File: config.mk
export PLATFORM = sky130hd
export DESIGN_NAME = act_aggressor_monitor
export DESIGN_NICKNAME = d
export VERILOG_FILES = /design/src/rtl/actmon_pkg.sv /design/src/rtl/actmon_row_tracker.sv /design/src/rtl/actmon_counter.sv /design/src/rtl/actmon_capture.sv /design/src/rtl/act_aggressor_monitor.sv
export SDC_FILE = /design/constraint.sdc
export NUM_CORES = 1
export LEC_CHECK = 0
export BUFFER_PORTS_ARGS = -buffer_cell sky130_fd_sc_hd__buf_2
export CAP_MARGIN = 20
export CORE_ASPECT_RATIO = 0.8
export CORE_MARGIN = 1.5
export CORE_UTILIZATION = 40
export DETAILED_ROUTE_END_ITERATION = 7
export GPL_ROUTABILITY_DRIVEN = 1
export PLACE_DENSITY = 0.64
export SKIP_LAST_GASP = 1
export SLEW_MARGIN = 0
export SYNTH_ARGS = -nofsm -noshare
export SYNTH_HDL_FRONTEND = slang
export SYNTH_SLANG_ARGS = --single-unit
File: constraint.sdc
create_clock -name clk -period 4.75 [get_ports clk]
set_input_delay 0.475 -clock clk [delete_from_list [all_inputs] [get_ports clk]]
set_output_delay 0.475 -clock clk [all_outputs]
set_load 0.01 [all_outputs]
File: src/rtl/actmon_pkg.sv
package actmon_pkg;

  typedef enum logic [2:0] {
    OP_NOP     = 3'd0,
    OP_OPEN    = 3'd1,
    OP_READ    = 3'd2,
    OP_WRITE   = 3'd3,
    OP_CLOSE   = 3'd4,
    OP_REFRESH = 3'd5
  } dram_op_e;

  localparam logic [1:0] REG_COUNT   = 2'd0;
  localparam logic [1:0] REG_CAPTURE = 2'd1;
  localparam logic [1:0] REG_STATUS  = 2'd2;

  function automatic logic is_access(input dram_op_e op);
    return (op == OP_READ) || (op == OP_WRITE);
  endfunction

  function automatic logic needs_activation(input logic bank_open, input logic row_match);
    return !(bank_open && row_match);
  endfunction

endpackage

File: src/rtl/actmon_row_tracker.sv
module actmon_row_tracker
  import actmon_pkg::*;
#(
  parameter int BANKS = 8,
  parameter int ROW_W = 16,
  localparam int BANK_W = (BANKS > 1) ? $clog2(BANKS) : 1
) (
  input  logic              clk,
  input  logic              rst_n,
  input  dram_op_e          op,
  input  logic [BANK_W-1:0] bank,
  input  logic [ROW_W-1:0]  row,
  output logic              access_hit,
  output logic              access_miss
);

  logic [BANKS-1:0] open_q;
  logic [ROW_W-1:0] row_q [BANKS];
  logic             sel_open;
  logic [ROW_W-1:0] sel_row;
  logic             row_match;

  always_comb begin
    sel_open = 1'b0;
    sel_row  = '0;
    for (int b = 0; b < BANKS; b++) begin
      if (bank == BANK_W'(b)) begin
        sel_open = open_q[b];
        sel_row  = row_q[b];
      end
    end
  end

  assign row_match   = (sel_row == row);
  assign access_hit  = is_access(op) && !needs_activation(sel_open, row_match);
  assign access_miss = is_access(op) &&  needs_activation(sel_open, row_match);

  generate
    for (genvar b = 0; b < BANKS; b++) begin : g_bank
      logic this_bank;
      assign this_bank = (bank == BANK_W'(b));
      always_ff @(posedge clk) begin
        if (!rst_n) begin
          open_q[b] <= 1'b0;
          row_q[b]  <= '0;
        end else if (op == OP_REFRESH) begin
          open_q[b] <= 1'b0;
        end else if (this_bank) begin
          if (op == OP_CLOSE) begin
            open_q[b] <= 1'b0;
          end else if (op == OP_OPEN || access_miss) begin
            open_q[b] <= 1'b1;
            row_q[b]  <= row;
          end
        end
      end
    end
  endgenerate

endmodule

File: src/rtl/actmon_counter.sv
module actmon_counter #(
  parameter int CNT_W = 32
) (
  input  logic             clk,
  input  logic             rst_n,
  input  logic             act_evt,
  input  logic             load_evt,
  input  logic [CNT_W-1:0] load_val,
  output logic [CNT_W-1:0] count,
  output logic             ovf_evt
);

  logic [CNT_W-1:0] incr;
  logic             carry;

  assign {carry, incr} = {1'b0, count} + {{CNT_W{1'b0}}, 1'b1};
  assign ovf_evt = act_evt && !load_evt && carry;

  always_ff @(posedge clk) begin
    if (!rst_n)        count <= '0;
    else if (load_evt) count <= load_val;
    else if (act_evt)  count <= incr;
  end

endmodule

File: src/rtl/actmon_capture.sv
module actmon_capture #(
  parameter int ADDR_W = 40
) (
  input  logic              clk,
  input  logic              rst_n,
  input  logic              ovf_evt,
  input  logic              ack_evt,
  input  logic [ADDR_W-1:0] line_addr,
  output logic              pending,
  output logic              overrun,
  output logic [ADDR_W-1:0] cap_addr
);

  logic take_new;
  assign take_new = ovf_evt && (!pending || ack_evt);

  always_ff @(posedge clk) begin
    if (!rst_n) begin
      pending  <= 1'b0;
      overrun  <= 1'b0;
      cap_addr <= '0;
    end else if (take_new) begin
      pending  <= 1'b1;
      overrun  <= 1'b0;
      cap_addr <= line_addr;
    end else if (ack_evt) begin
      pending  <= 1'b0;
      overrun  <= 1'b0;
    end else if (ovf_evt) begin
      overrun  <= 1'b1;
    end
  end

endmodule

File: src/rtl/act_aggressor_monitor.sv
module act_aggressor_monitor
  import actmon_pkg::*;
#(
  parameter int BANKS  = 8,
  parameter int ROW_W  = 16,
  parameter int ADDR_W = 40,
  parameter int CNT_W  = 32,
  parameter int RD_W   = (ADDR_W > CNT_W) ? ADDR_W : CNT_W,
  localparam int BANK_W = (BANKS > 1) ? $clog2(BANKS) : 1
) (
  input  logic              clk,
  input  logic              rst_n,
  input  logic [2:0]        cmd_op,
  input  logic [BANK_W-1:0] cmd_bank,
  input  logic [ROW_W-1:0]  cmd_row,
  input  logic [ADDR_W-1:0] cmd_line_addr,
  input  logic              csr_wr,
  input  logic [1:0]        csr_addr,
  input  logic [CNT_W-1:0]  csr_wdata,
  output logic [RD_W-1:0]   csr_rdata,
  output logic              irq
);

  dram_op_e         op;
  logic             access_hit;
  logic             act_evt;
  logic             ovf_evt;
  logic             load_evt;
  logic             ack_evt;
  logic [CNT_W-1:0] count;
  logic             pending;
  logic             overrun;
  logic [ADDR_W-1:0] cap_addr;

  assign op       = dram_op_e'(cmd_op);
  assign load_evt = csr_wr && (csr_addr == REG_COUNT);
  assign ack_evt  = csr_wr && (csr_addr == REG_STATUS) && csr_wdata[0];

  actmon_row_tracker #(.BANKS(BANKS), .ROW_W(ROW_W)) u_rows (
    .clk(clk), .rst_n(rst_n), .op(op), .bank(cmd_bank), .row(cmd_row),
    .access_hit(access_hit), .access_miss(act_evt)
  );

  actmon_counter #(.CNT_W(CNT_W)) u_cnt (
    .clk(clk), .rst_n(rst_n), .act_evt(act_evt), .load_evt(load_evt),
    .load_val(csr_wdata), .count(count), .ovf_evt(ovf_evt)
  );

  actmon_capture #(.ADDR_W(ADDR_W)) u_cap (
    .clk(clk), .rst_n(rst_n), .ovf_evt(ovf_evt), .ack_evt(ack_evt),
    .line_addr(cmd_line_addr), .pending(pending), .overrun(overrun),
    .cap_addr(cap_addr)
  );

  assign irq = pending;

  always_comb begin
    case (csr_addr)
      REG_COUNT:   csr_rdata = RD_W'(count);
      REG_CAPTURE: csr_rdata = RD_W'(cap_addr);
      REG_STATUS:  csr_rdata = RD_W'({overrun, pending});
      default:     csr_rdata = '0;
    endcase
  end

endmodule

# Word-level counts from Yosys, hierarchy flattened
# Memory sizes are Yosys's and may differ from the RTL's.
# Index checks and enable logic that the tools add are counted.
[classes] n_bitwise=9 n_reduce_logical=29 n_addsub=1 muxes=66 n_eq_ne=15
[op_table] operator="$mux 16" count=16
[op_table] operator="$pmux 40 s3" count=1
[op_table] operator="$mux 32" count=2
[op_table] operator="$mux 1" count=47
[op_table] operator="$add 32x1->33 const B" count=1
[op_table] operator="$eq 3x3->1 const B" count=6
[op_table] operator="$eq 16x16->1" count=1
[op_table] operator="$reduce_and 2->1" count=8
[op_table] operator="$eq 3x2->1 const B" count=4
[op_table] operator="$logic_and 1x1->1" count=8
[op_table] operator="$or 1x1->1" count=8
[op_table] operator="$eq 3x1->1 const B" count=2
[op_table] operator="$reduce_bool 2->1" count=3
[op_table] operator="$logic_not 1->1" count=3
[op_table] operator="$logic_not 3->1" count=1
[op_table] operator="$logic_or 1x1->1" count=3
[op_table] operator="$reduce_or 3->1" count=1
[op_table] operator="$eq 2x1->1 const B" count=1
[op_table] operator="$eq 2x2->1 const B" count=1
[op_table] operator="$logic_not 2->1" count=1
[op_table] operator="$reduce_or 2->1" count=1
[op_table] operator="$not 1->1" count=1
[totals] elab_cells=133 inputBits=99 memories=1 register_bits=82 output_inout_bits=41 ramBits=128
[memory_table] name="u_rows.row_q" words=8 word_bits=16 rd=8 rd_ports_with_merged_regs=0 wr=8 line_no="actmon_row_tracker.sv:18" source="logic [ROW_W-1:0] row_q [BANKS];"

# Logic depth before layout (Yosys ltp)
[depth] depth_word=21 ltp_mapped=18 ltp_nobuf=9

# Cells and area by module
# A second synthesis with hierarchy kept.
[hier_totals] hier_cells=1126 area_unflattened_um2=11290.8
[by_module_without_submodules] mod="actmon_row_tracker" cells_per_inst=604 instances=1 area_per_inst_um2=6924.1
[by_module_without_submodules] mod="actmon_counter" cells_per_inst=257 instances=1 area_per_inst_um2=2015.7
[by_module_without_submodules] mod="actmon_capture" cells_per_inst=181 instances=1 area_per_inst_um2=1717.9
[by_module_without_submodules] mod="act_aggressor_monitor" cells_per_inst=84 instances=1 area_per_inst_um2=633.1

# Worst setup path before layout
# OpenSTA, ideal clock, no wires.
[synth_timing] path_kind="input -> register" startpoint="input cmd_bank[1]" endpoint="memory u_rows.row_q[4][0] (netlist: u_rows.row_q[1][0]) (enable)" cell_stages=15 t_arrival_ns=3.526 slack_ns=0.860 t_required_ns=4.386 path_buffers=6 cell_sequence="buf_6 buf_6 nor3_1 a21oi_1 a21oi_1 mux2_2 or4_1 or4b_1 buf_6 nor2_4 buf_4 a21o_1 buf_4 buf_6 nand2_1"
[synth_rtl] element="start: declaration" line_no="act_aggressor_monitor.sv:14" source="input logic [BANK_W-1:0] cmd_bank,"
[synth_rtl] element="end: declaration" line_no="actmon_row_tracker.sv:18"

# Final worst setup path
[layout_timing] startpoint="input cmd_bank[1]" endpoint="register u_cnt.count[21]"
[layout_between] elab_chain_len=14 word_cells_on_any_way=29 classes_between="eq/ne (8); mux (16); reduce/logical (5)"
[layout_rtl] element="$logic_not 3->1" line_no="actmon_row_tracker.sv:27" source="if (bank == BANK_W'(b)) begin"
[layout_rtl] element="$mux 16 (8 in series)" line_no="actmon_row_tracker.sv:27"
[layout_rtl] element="$eq 16x16->1" line_no="actmon_row_tracker.sv:34" source="assign row_match = (sel_row == row);"
[layout_rtl] element="$logic_and 1x1->1 *"
[layout_rtl] element="$logic_not 1->1 *"
[layout_rtl] element="$logic_and 1x1->1 *" line_no="actmon_row_tracker.sv:36" source="assign access_miss = is_access(op) && needs_activation(sel_open, row_match);"
[layout_rtl] element="$reduce_bool 2->1 (no source line) *"
[layout_rtl] element="end signal: assignment" line_no="actmon_counter.sv:21" source="else if (load_evt) count <= load_val;"
[layout_rtl] element="end signal: assignment" line_no="actmon_counter.sv:22" source="else if (act_evt) count <= incr;"
[layout_rtl] element="end: declaration" line_no="actmon_counter.sv:9" source="output logic [CNT_W-1:0] count,"
# Every way passes the cells marked *; elsewhere a longest branch is shown, timed or not.
# A chain may end at the register's enable or synchronous reset.

==> results.tsv <==
stage	metric	value	unit
grt	grt_max_degree	69	
logic_synthesis	synth_commonest_cells	nor2_1, edfxtp_1, mux2i_1	
route	wl_per_cell	20.5	um
setup_path	slowest_stage	or4b_1	
cts	cts_root_buffer	clkbuf_16	
route	route.detailed.drc	0	
timing	rsz0062_at_grt	false	
logic_synthesis	syn_inst	1014	
grt	antenna_found_initial	2	
finish	layout.nets	1264	
finish	area_growth	18.5	%
setup_path	path_class	in -> reg	
placement	globalplace.congestion	0.892	
cts	cts.sinks	210	
setup_path	crit_fanout	22	
setup_path	reg2reg_slack	1.18	ns
cts	numCtsBuffers	25	
timing	fmaxAchievable	269	MHz
cts	path_clk_slew	0.06	ns
grt	grt.overflow.total	0	
die	num_io_pins	140	
placement	place_hpwl	22.2	mm
logic_synthesis	ys_warn_count	0	
timing	layout_min_cycle_time	3.72	ns
timing	period_share	0.783	
finish	drive_above_1_share	0.212	
logic_synthesis	syn_area	10600	um^2
route	via_per_inst	5.57	
die	die_h	148	um
pwr	total_power	4.34	mW
logic_synthesis	synth_top_area_share	0.364	
grt	grt_pass1_vias	8120	
cts	ctsResizeCount	0	
placement	port-buffer-count	139	
setup_path	critPathBufInv	3	
cts	clk_latency	0.52	ns
setup_path	critPathMaxStageDelay	0.68	ns
cts	clockBufferDepth	3	
logic_synthesis	synth_most_common_cell	nor2_1	
die	die-area	27400	um^2
timing	worst_pin_slew	0.830	ns
finish	n_fill_cell	2396	
setup_path	worstPathRequired	5.11	ns
cts	cts_tree	yes	
setup_path	arrival	4.08	ns
logic_synthesis	syn_nets	1114	
timing	final_max_slew_viol_count	0	
route	ant_nets	0	
die	start_util	0.412	
die	num_rows	52	
job	maxCapViolCount	0	
logic_synthesis	async_flop_share	0	
hold_path	hp-class	in -> reg	
die	die_w	185	um
timing	worst_clock_skew	0.0106	ns
logic_synthesis	ys_seq_area_frac	0.520	
logic_synthesis	yosysTopAreaCell	edfxtp_1	
logic_synthesis	synth-edff-count	128	
cts	h-tree-depth	1	
pwr	p_per_area	347	nW/um^2
logic_synthesis	ys.flop_type	edfxtp_1	
route	drtIter0Drc	745	
pwr	ir_worst_vdd	0.000236	V
route	route.vias.total	8555	
outcome	status	finished, final reports clean	
timing	maxSlewHeadroom	0.446	
setup_path	startpoint_type	input pin	
setup_path	end_kind	register	
logic_synthesis	avgSynthCellArea	10.4	um^2
route	drt-pass1-iter-count	5	
cts	holdBufCountCts	0	
timing	tns	0	ns
route	wirelength	31.5	mm
grt	grt_usage	0.227	
finish	final_util	0.488	
logic_synthesis	ys_ff_latch	210	
timing	hold_violations	0	
die	coreArea	25600	um^2
grt	grt_pass1_wl	47.4	mm
setup_path	path_cells	buf_2 > mux2i_1 > a21oi_1 > a21oi_1 > mux2_2 > or4_1 > or4b_1 > buf_4 > o211ai_4 > buf_4 > or4_1 > a31oi_1	
timing	setup_viol	0	
cts	cts_setup_buffers	0	
logic_synthesis	synthDistinctLibCells	66	
setup_path	cp_top_family	simple AND/OR/NAND/NOR gates	
logic_synthesis	synthTopCellsByArea	edfxtp_1, dfxtp_1, mux2i_1	
pwr	p_leak	5.06	nW
## tightest hold or removal path, delay by kind of cell
| kind | cells | cell delay [ns] |
|---|---|---|
| buf+inv | 1 | 0.08 |
| compound gates | 1 | 0.06 |
| simple gates | 1 | 0.05 |
## final cells by class
cell class	count	area, um^2	share of cell area
multi-input combinational	717	4580	0.366
sequential	210	5490	0.439
antenna	2	5.00	0.000400
tap	351	439	0.0351
clock buffer	29	641	0.0512
inverter	13	48.8	0.00390
timing repair buffer	197	1170	0.0935
clock inverter	17	138	0.0110
## through the flow
step,hold WS [ns],worst slack [ns],std cells,instance area (um^2)
finish,0.186,1.03,1536,12500
global route,0.190,0.869,1535,12500
CTS,0.165,1.08,1534,12500
detailed placement,0.463,0.574,1488,11700
global placement,0.453,0.602,1488,11700
floorplan,0.442,0.860,1014,10600
## power breakdown
part | leakage [nW] | switching (mW) | internal (mW) | total, mW
Sequential | 1.90 | 0.0472 | 2.02 | 2.07
Combinational | 2.78 | 0.265 | 0.168 | 0.433
Clock | 0.385 | 0.764 | 1.07 | 1.84
## per-layer routing
metal	vias up	GRT usage	wire length (um)
met2	382	0.334	13400
met3	50	0.0404	2530
met1	4124	0.342	14800
met5	-	0	0
met4	0	0.0631	750
li1	3999	-	-
## cell families (layout without fill, tap and decap cells)
family,after synthesis,after routing,share of synthesized area
buf+inv,87,256,0.0467
compound gates,183,183,0.116
xor+xnor,18,18,0.0149
simple gates,383,383,0.174
other cells,0,2,0
fa+ha+maj,1,1,0.00119
flops,210,210,0.520
mux,132,132,0.128
## flip-flops by register name, summed over array words and instances (netlist names)
name and cells:
u_cap.cap_addr 40, u_cap.overrun 1, u_cap.pending 1, u_cnt.count 32, u_rows.open_q 8, u_rows.row_q 128
## path summary, 6_finish.rpt
check | from | to | cells after the start
worst min-delay path | csr_wdata[22] | u_cnt.count[22] | 3
worst min register to register | u_cap.overrun | u_cap.overrun | 2
worst max-delay path | cmd_bank[1] | u_cnt.count[21] | 12
worst max register to register | u_rows.row_q[1][44] | u_cnt.count[21] | 11
## cells in the final DEF, fill, tap and decap left out, types with 6 or more instances in the layout
cell type,synthesis,final
a22oi_1,17,17
buf_4,7,55
or4_1,12,12
nand3_1,16,16
o2111ai_1,6,6
edfxtp_1,128,128
and2_1,16,16
clkbuf_16,0,25
nand2_1,63,62
and3_1,12,12
nand4_1,8,8
o221ai_1,6,6
buf_2,21,139
a31oi_1,21,21
xnor2_1,6,6
mux2i_1,121,121
o21ai_0,51,50
xor2_1,12,12
o31ai_1,14,14
or3_1,10,10
dfxtp_1,82,82
mux2_2,10,10
inv_1,11,11
clkinv_1,2,9
a21oi_1,26,26
nor2_1,172,172
nor2b_1,53,53
a21o_1,6,6
No activity file was read; power rests on OpenSTA's default activity.
